## src/rtl/swdog_pkg.sv

```systemverilog
// Package: shared constants and types for the software watchdog.
// Assumes a one-bit register address space: control and service.
package swdog_pkg;

    localparam logic       ADDR_CTRL  = 1'b0;
    localparam logic       ADDR_SVC   = 1'b1;
    localparam logic [7:0] KEY_FIRST  = 8'h55;
    localparam logic [7:0] KEY_SECOND = 8'hAA;
    localparam int         SEL_W      = 2;
    localparam int         SEL_SPAN   = 2 * ((1 << SEL_W) - 1);

    typedef struct packed {
        logic [SEL_W-1:0] sel;
        logic             prescale;
        logic             enable;
    } ctrl_t;

    typedef enum logic {
        SEQ_IDLE  = 1'b0,
        SEQ_ARMED = 1'b1
    } seq_state_t;

endpackage

```

## src/rtl/swdog_regs.sv

```systemverilog
// Module: control register and active timeout select.
// Holds enable, prescale and pending select. The active select loads
// from the pending value only when a service completes. Assumes a
// control write and a service completion never share an edge
// (there is a single write port).
module swdog_regs
    import swdog_pkg::*;
(
    input  logic             clk,
    input  logic             rst_n,
    input  logic             mode_pin,
    input  logic             ctrl_we,
    input  logic [3:0]       ctrl_wdata,
    input  logic             svc_done,
    output ctrl_t            ctrl_q,
    output logic [SEL_W-1:0] act_sel
);

    // Control register: reset loads prescale from mode pin, writes replace all fields.
    always_ff @(posedge clk) begin
        if (!rst_n) begin
            ctrl_q.enable   <= 1'b1;
            ctrl_q.prescale <= ~mode_pin;
            ctrl_q.sel      <= '0;
        end else if (ctrl_we) begin
            ctrl_q <= ctrl_t'(ctrl_wdata);
        end
    end

    // Active select: adopts the pending select on each completed service.
    always_ff @(posedge clk) begin
        if (!rst_n) begin
            act_sel <= '0;
        end else if (svc_done) begin
            act_sel <= ctrl_q.sel;
        end
    end

endmodule

```

## src/rtl/swdog_keyseq.sv

```systemverilog
// Module: service key sequence checker.
// Arms on the first key, completes on the second key while armed.
// Other values leave the state alone. The completion pulse is
// combinational, in the cycle the second key is presented.
module swdog_keyseq
    import swdog_pkg::*;
(
    input  logic       clk,
    input  logic       rst_n,
    input  logic       svc_we,
    input  logic [7:0] svc_data,
    output logic       svc_done
);

    seq_state_t state_q;
    logic       is_first;
    logic       is_second;

    // Key decode for the presented service write.
    always_comb begin
        is_first  = svc_we && (svc_data == KEY_FIRST);
        is_second = svc_we && (svc_data == KEY_SECOND);
        svc_done  = is_second && (state_q == SEQ_ARMED);
    end

    // Sequence state: first key arms, second key while armed disarms.
    always_ff @(posedge clk) begin
        if (!rst_n) begin
            state_q <= SEQ_IDLE;
        end else if (is_first) begin
            state_q <= SEQ_ARMED;
        end else if (svc_done) begin
            state_q <= SEQ_IDLE;
        end
    end

endmodule

```

## src/rtl/swdog_count.sv

```systemverilog
// Module: prescaler, main counter and expiry detection.
// The prescaler divides by 2**PRE_EXP when prescale is on; otherwise
// every clock is a tick. The main counter expires after
// 2**(BASE_EXP + 2*sel) ticks. A clear or a low enable zeroes both
// counters, and a clear on the expiry edge suppresses the request.
module swdog_count
    import swdog_pkg::*;
#(
    parameter int BASE_EXP = 9,
    parameter int PRE_EXP  = 9
) (
    input  logic             clk,
    input  logic             rst_n,
    input  logic             enable,
    input  logic             prescale,
    input  logic [SEL_W-1:0] act_sel,
    input  logic             clear,
    output logic             expire,
    output logic             expired_seen
);

    localparam int MAIN_W = BASE_EXP + SEL_SPAN;

    logic [PRE_EXP-1:0] pre_q;
    logic [MAIN_W-1:0]  main_q;
    logic [MAIN_W-1:0]  last_cnt;
    logic [2:0]         drop_sh;
    logic               tick;
    logic               at_last;

    // Terminal count for the active select and the tick strobe.
    always_comb begin
        drop_sh  = 3'(SEL_SPAN) - {act_sel, 1'b0};
        last_cnt = {MAIN_W{1'b1}} >> drop_sh;
        tick     = ~prescale | (&pre_q);
        at_last  = (main_q == last_cnt);
    end

    // Prescaler: runs only while enabled with prescale on.
    always_ff @(posedge clk) begin
        if (!rst_n || clear || !enable || !prescale) begin
            pre_q <= '0;
        end else begin
            pre_q <= pre_q + 1'b1;
        end
    end

    // Main counter: advances on ticks and wraps at the terminal count.
    always_ff @(posedge clk) begin
        if (!rst_n || clear || !enable) begin
            main_q <= '0;
        end else if (tick) begin
            main_q <= at_last ? '0 : main_q + 1'b1;
        end
    end

    // Expiry pulse and sticky flag.
    always_ff @(posedge clk) begin
        if (!rst_n) begin
            expire       <= 1'b0;
            expired_seen <= 1'b0;
        end else begin
            expire <= enable && !clear && tick && at_last;
            if (enable && !clear && tick && at_last) begin
                expired_seen <= 1'b1;
            end
        end
    end

endmodule

```

## src/rtl/svc_watchdog.sv

```systemverilog
// Module: software watchdog top level.
// Decodes the two-address write port, joins the control register,
// the key sequence checker and the counter. BASE_EXP sets the
// shortest period exponent and PRE_EXP the prescale exponent.
module svc_watchdog
    import swdog_pkg::*;
#(
    parameter int BASE_EXP = 9,
    parameter int PRE_EXP  = 9
) (
    input  logic       clk,
    input  logic       rst_n,
    input  logic       mode_pin,
    input  logic       wr_en,
    input  logic       wr_addr,
    input  logic [7:0] wr_data,
    output logic [3:0] ctrl_rd,
    output logic       rst_req,
    output logic       timeout_flag
);

    ctrl_t            ctrl_q;
    logic [SEL_W-1:0] act_sel;
    logic             ctrl_we;
    logic             svc_we;
    logic             svc_done;

    // Address decode of the write port.
    always_comb begin
        ctrl_we = wr_en && (wr_addr == ADDR_CTRL);
        svc_we  = wr_en && (wr_addr == ADDR_SVC);
        ctrl_rd = ctrl_q;
    end

    swdog_regs u_regs (
        .clk        (clk),
        .rst_n      (rst_n),
        .mode_pin   (mode_pin),
        .ctrl_we    (ctrl_we),
        .ctrl_wdata (wr_data[3:0]),
        .svc_done   (svc_done),
        .ctrl_q     (ctrl_q),
        .act_sel    (act_sel)
    );

    swdog_keyseq u_keys (
        .clk      (clk),
        .rst_n    (rst_n),
        .svc_we   (svc_we),
        .svc_data (wr_data),
        .svc_done (svc_done)
    );

    swdog_count #(
        .BASE_EXP (BASE_EXP),
        .PRE_EXP  (PRE_EXP)
    ) u_count (
        .clk          (clk),
        .rst_n        (rst_n),
        .enable       (ctrl_q.enable),
        .prescale     (ctrl_q.prescale),
        .act_sel      (act_sel),
        .clear        (svc_done),
        .expire       (rst_req),
        .expired_seen (timeout_flag)
    );

endmodule

```

## config.mk

```make
export PLATFORM = sky130hd
export DESIGN_NAME = svc_watchdog
export DESIGN_NICKNAME = d
export VERILOG_FILES = /design/src/rtl/swdog_pkg.sv /design/src/rtl/swdog_regs.sv /design/src/rtl/swdog_keyseq.sv /design/src/rtl/swdog_count.sv /design/src/rtl/svc_watchdog.sv
export SDC_FILE = /design/constraint.sdc
export NUM_CORES = 1
export LEC_CHECK = 0
export ABC_AREA = 0
export BUFFER_PORTS_ARGS = -buffer_cell sky130_fd_sc_hd__buf_2
export CAP_MARGIN = 20
export CORE_MARGIN = 5
export CORE_UTILIZATION = 50
export CTS_BUF_LIST = sky130_fd_sc_hd__clkbuf_8
export CTS_CLUSTER_DIAMETER = 120
export DETAILED_ROUTE_END_ITERATION = 10
export GPL_TIMING_DRIVEN = 0
export PLACE_DENSITY = 0.75
export SLEW_MARGIN = 5
export SYNTH_ARGS = -nofsm -noshare
export SYNTH_HDL_FRONTEND = slang
export SYNTH_SLANG_ARGS = --single-unit
```

## constraint.sdc

```tcl
create_clock -name clk -period 4.6 [get_ports clk]
set_clock_uncertainty 0.05 [all_clocks]
set_input_delay 0.69 -clock clk [delete_from_list [all_inputs] [get_ports clk]]
set_output_delay 0.69 -clock clk [all_outputs]
set_load 0.01 [all_outputs]
```

==> Yosys cells after proc, flatten, opt, wreduce, memory -nomap -nowiden <==
Cells that the tools add are included.
{ "op_classes": {"addsub": 3, "n_mux": 5, "n_reduce_logical": 17, "bitwise": 4, "shifts": 1, "eq_ne": 4} }
{ "op_table": {"columns": ["cell", "n"], "rows": [
  ["$add A15 B1 Y15 const B", 1],
  ["$eq A15 B15 Y1", 1],
  ["$mux W15", 1],
  ["$shr A15 B3 Y15 const A", 1],
  ["$add A9 B1 Y9 const B", 1],
  ["$reduce_and A9 Y1", 1],
  ["$eq A8 B7 Y1 const B", 1],
  ["$eq A8 B8 Y1 const B", 1],
  ["$logic_and A1 B1 Y1", 8],
  ["$logic_not A1 Y1", 4],
  ["$mux W2", 2],
  ["$logic_or A1 B1 Y1", 3],
  ["$not A1 Y1", 3],
  ["$sub A3 B3 Y3 const A", 1],
  ["$mux W1", 2],
  ["$ne A2 B1 Y1 const B", 1],
  ["$reduce_bool A2 Y1", 1],
  ["$or A1 B1 Y1", 1]
]} }
{ "word_totals": {"regBits": 33, "output_inout_bits": 6, "elab_cells": 43, "input_bits": 13} }

==> Depth between registers and ports, before layout <==
{ "logic_depth": {"ltp_word": 7, "depth_mapped": 10, "mapped_depth_nobuf": 9} }

==> Cells and area by module <==
Synthesis repeated with hierarchy kept, for this count alone.
{ "hier_totals": {"hier_cells": 163, "hier_area_um2": 1555.2} }
{ "by_module_without_submodules": {"columns": ["mod", "area_per_inst_um2", "instances", "seq_area_each_um2", "cells_each"], "rows": [
  ["swdog_count", 1208.7, 1, 520.5, 131],
  ["swdog_regs", 236.5, 1, 130.1, 20],
  ["swdog_keyseq", 93.8, 1, 20.0, 10],
  ["svc_watchdog", 16.3, 1, 0.0, 2]
]} }

==> Worst setup path before layout <==
OpenSTA, ideal clock, no wires.
{ "synth_path": {"path_kind": "flip-flop to flip-flop", "from": "register u_count.pre_q[0]", "to": "register u_count.main_q[11]", "t_required_ns": 4.464, "setup_time_ns": 0.086, "path_slack_ns": 2.306, "t_arrival_ns": 2.158, "stages_incl_launch_ff": 11, "synth_period_minus_slack_ns": 2.294, "path_buffers": 1, "cell_sequence": "dfxtp_1 > ha_1 > nand3_1 > nor2_1 > and3_1 > ha_1 > nand2b_1 > buf_2 > nand3_1 > or4_1 > a211oi_1"} }
{ "synth_between": {"elab_chain_cells": 2} }
{ "synth_rtl": {"columns": ["element", "line_no", "text"], "rows": [
  ["start: declaration", "swdog_count.sv:24", "logic [PRE_EXP-1:0] pre_q;"],
  ["start signal: assignment", "swdog_count.sv:44", "pre_q <= pre_q + 1'b1;"],
  ["$reduce_and A9 Y1", "swdog_count.sv:35", "tick = ~prescale | (&pre_q);"],
  ["$or A1 B1 Y1", "swdog_count.sv:35", null],
  ["end signal: assignment", "swdog_count.sv:53", "main_q <= at_last ? '0 : main_q + 1'b1;"],
  ["end: declaration", "swdog_count.sv:25", "logic [MAIN_W-1:0] main_q;"]
]} }
Every way passes these cells.
A chain may end at the register's enable or synchronous reset.

==> Final worst setup path <==
{ "layout_path": {"from": "register u_count.pre_q[0]", "to": "register u_count.main_q[13]"} }
The elaborated chain is that of the path after synthesis.

==> metrics.txt <==
status=completed; worst-path fanout max=10; I/O pins=19; CP Capture Type=flip-flop; sequential power share=54.6%; Slew Viols, Final=0; Fmax=about 390 MHz; Area growth syn-to-layout=14.7%; leading area contributor after synthesis=dfxtp_1; total global routing track utilization=about 17%; initial antenna violation count=0; critical path, cell by cell=ha_1 -> nand3_1 -> nor2_1 -> and3_1 -> ha_1 -> nand2b_1 -> buf_2 -> nand3_1 -> or4_1 -> a211oi_1; DR vias/cell=between 5 and 6; Logic pwr share=under 10%; Rel. slew slack=64.3%; CP Data Required Time=roughly 4.7 ns; Critical R2R Launch=u_count.pre_q[0]; WL final=between 3 and 4 mm; wire per inst=between 10 and 15 um; Hold Buf Count CTS=0; register bit total from synthesis=33; vias in the first global route=1277; Die X=66.2 um; endpoints failing setup=0; Syn Inst Count=around 170; post-synthesis sequential area ratio=approximately 42%; Routed Antenna Nets=0; Syn Area/Cell=slightly above 9 um^2; Top Family by Delay on Critical Path=simple AND/OR/NAND/NOR gates; pin count of the biggest net entering global routing=11; htree depth=2; Lkg Pwr=about 0.68 nW; clock share of power=38.4%; post-synth cell types=between 40 and 50; Startpoint Class=flip-flop; max incr delay on CP=0.47 ns; min Tclk post-route=between 2 and 3 ns; Clock Tree Buf Depth=2; CTS Sinks=33; row count=20; fin crit share=~56%; Post-Syn Nets=approximately 190; cell internal pwr=426 uW; Die Footprint=between 4000 and 5000 um^2; Root Buffer=clkbuf_8; via count=about 1.3k; slowest stage cell, crit path=or4_1; CTS tree=done; nets=210; IO Port Bufs=18; Worst EP arrival=2.73 ns; switching portion of total power=~22%; layout cell share with drive strength beyond 1=a little under a fifth; hold crit path type=reg2reg; Power, Total=546 uW; Crit. Startpoint=u_count.pre_q[0]; area of the core=3050 um^2; Max Cap Viol=0; crit path kind=reg2reg; Synth area leaders=dfxtp_1 41%, xor2_1 5.5%, nand4_1 4.0%, nand2_1 3.8%, nor3_1 2.9%; min-delay src=u_count.pre_q[0]; CTS clock-pin slew for the worst setup and hold paths=~0.060 ns; hold slack final=0.409 ns; Post-route DRC=0; GR Overflow Total=0; HPWL Detailed=2.30 mm; RePlAce Congestion=about 0.79; initial DRC count=110; first-pass GRT wire length=~5.5 mm; Num CTS Buffers=5; endpoints failing hold=0; Die Span Y=66.2 um; Slew @ Worst Pin=~0.54 ns; setup_tns=0 ns; RSZ-0062 raised after global routing=no; post-CTS setup buffers=0; post-synth top area share=about two fifths; power per cell area=~300 nW/um^2; Initial Util=51.7%; YS warnings=0; first-pass detailed-route iteration total=5; Post-CTS Resized=0; WP buf/inv=1; VDD IR max=between 0.15 and 0.2 mV; area of the mapped netlist=approximately 1600 um^2; n_diodes=0; Psw=between 100 and 150 uW; Clock Latency Late Sink=between 0.2 and 0.3 ns
==> worst paths after layout <==
check	slack, ns	to	cells after the start
setup / recovery	2.01	u_count.main_q[13]	10
hold / removal	0.41	u_count.pre_q[0]	1
setup reg to reg	2.01	u_count.main_q[13]	10
hold reg to reg	0.41	u_count.pre_q[0]	1
==> cells in the mapped netlist (all sizes together) <==
master / n
nor4b: 1
clkbuf: 2
nand3b: 1
and2: 6
nor4: 1
edfxtp: 1
nor2: 9
xnor2: 4
o31ai: 3
buf: 5
o22ai: 1
mux2: 1
nor3: 9
a41o: 1
nand3: 8
mux2i: 3
or4: 5
ha: 3
a31oi: 1
nand4: 10
or3: 3
inv: 5
a2111oi: 1
nand4b: 1
o21ai: 3
and3: 1
a211oi: 7
xor2: 10
dfxtp: 32
nand2: 16
and4b: 1
and4bb: 1
a21boi: 3
a22o: 1
o31a: 1
nand2b: 2
nor2b: 4
and4: 2
==> logic make-up after synthesis <==
logic type,Yosys count,synth area share (%)
fa+ha+maj,3,2.38
compound gates,22,11.8
mux,4,2.85
buf+inv,12,3.96
xor+xnor,14,7.76
simple gates,81,28.8
flops,33,42.5
==> area by class of cell <==
cell class,instances,area [um^2]
tap,44,55.1
clock inverter,1,3.75
multi-input combinational,124,846
timing repair buffer,18,90.1
fill,265,1240
sequential,33,671
clock buffer,6,82.6
buffer,7,43.8
inverter,5,18.8
==> sequential cells by signal (all words and copies together) (netlist names) <==
signal,flops
u_count.expire,1
u_count.expired_seen,1
u_count.main_q,15
u_count.pre_q,9
u_keys.state_q,1
u_regs.act_sel,2
u_regs.ctrl_q,4
==> per-stage QoR <==
step / util [%] / setup WS [ns] / std cells / instance area, um^2
floorplan: - / 2.31 / 169 / 1580
global placement: 56.5 / 2.08 / 231 / 1720
detailed placement: 56.5 / 2.01 / 231 / 1720
CTS: 59.3 / 2.00 / 238 / 1810
global route: 59.3 / 1.70 / 238 / 1810
finish: 59.3 / 2.01 / 238 / 1810
==> cell usage in the layout, fill, tap and decap left out, types with 2 or more instances in the layout <==
master | synthesis | layout
and2_1 | 6 | 6
ha_1 | 3 | 3
nand3_1 | 8 | 8
clkbuf_1 | 2 | 2
nor3_1 | 9 | 9
a21boi_0 | 3 | 3
mux2i_1 | 3 | 3
o21ai_0 | 3 | 3
nor2_1 | 9 | 9
inv_1 | 5 | 6
o31ai_1 | 3 | 3
dfxtp_1 | 32 | 32
buf_4 | 2 | 2
a211oi_1 | 6 | 6
nand4_1 | 10 | 10
clkbuf_8 | 0 | 6
and4_1 | 2 | 2
xnor2_1 | 4 | 4
nand2_1 | 16 | 16
or4_1 | 4 | 4
xor2_1 | 10 | 10
or3_1 | 3 | 3
nand2b_1 | 2 | 2
nor2b_1 | 4 | 4
buf_2 | 2 | 20
==> layer usage <==
layer  vias up  track usage [%]  part of all wire (%)
li1        665                -                     -
met1       645             19.0                    45
met2        34             27.5                    50
met3         2             6.12                   4.0
met4         0             7.11                  0.70
met5         -                0                     0
==> power by group through the flow <==
stage | Clock [mW] | Sequential, mW | Combinational (mW)
final | 0.210 | 0.298 | 0.0380
after global routing | 0.234 | 0.299 | 0.0426
after CTS | 0.218 | 0.298 | 0.0381
after detailed placement | 0 | 0.305 | 0.0379
after global placement | 0 | 0.304 | 0.0366
after floorplan | 0 | 0.304 | 0.0240
(Power assumes the default switching activity.)
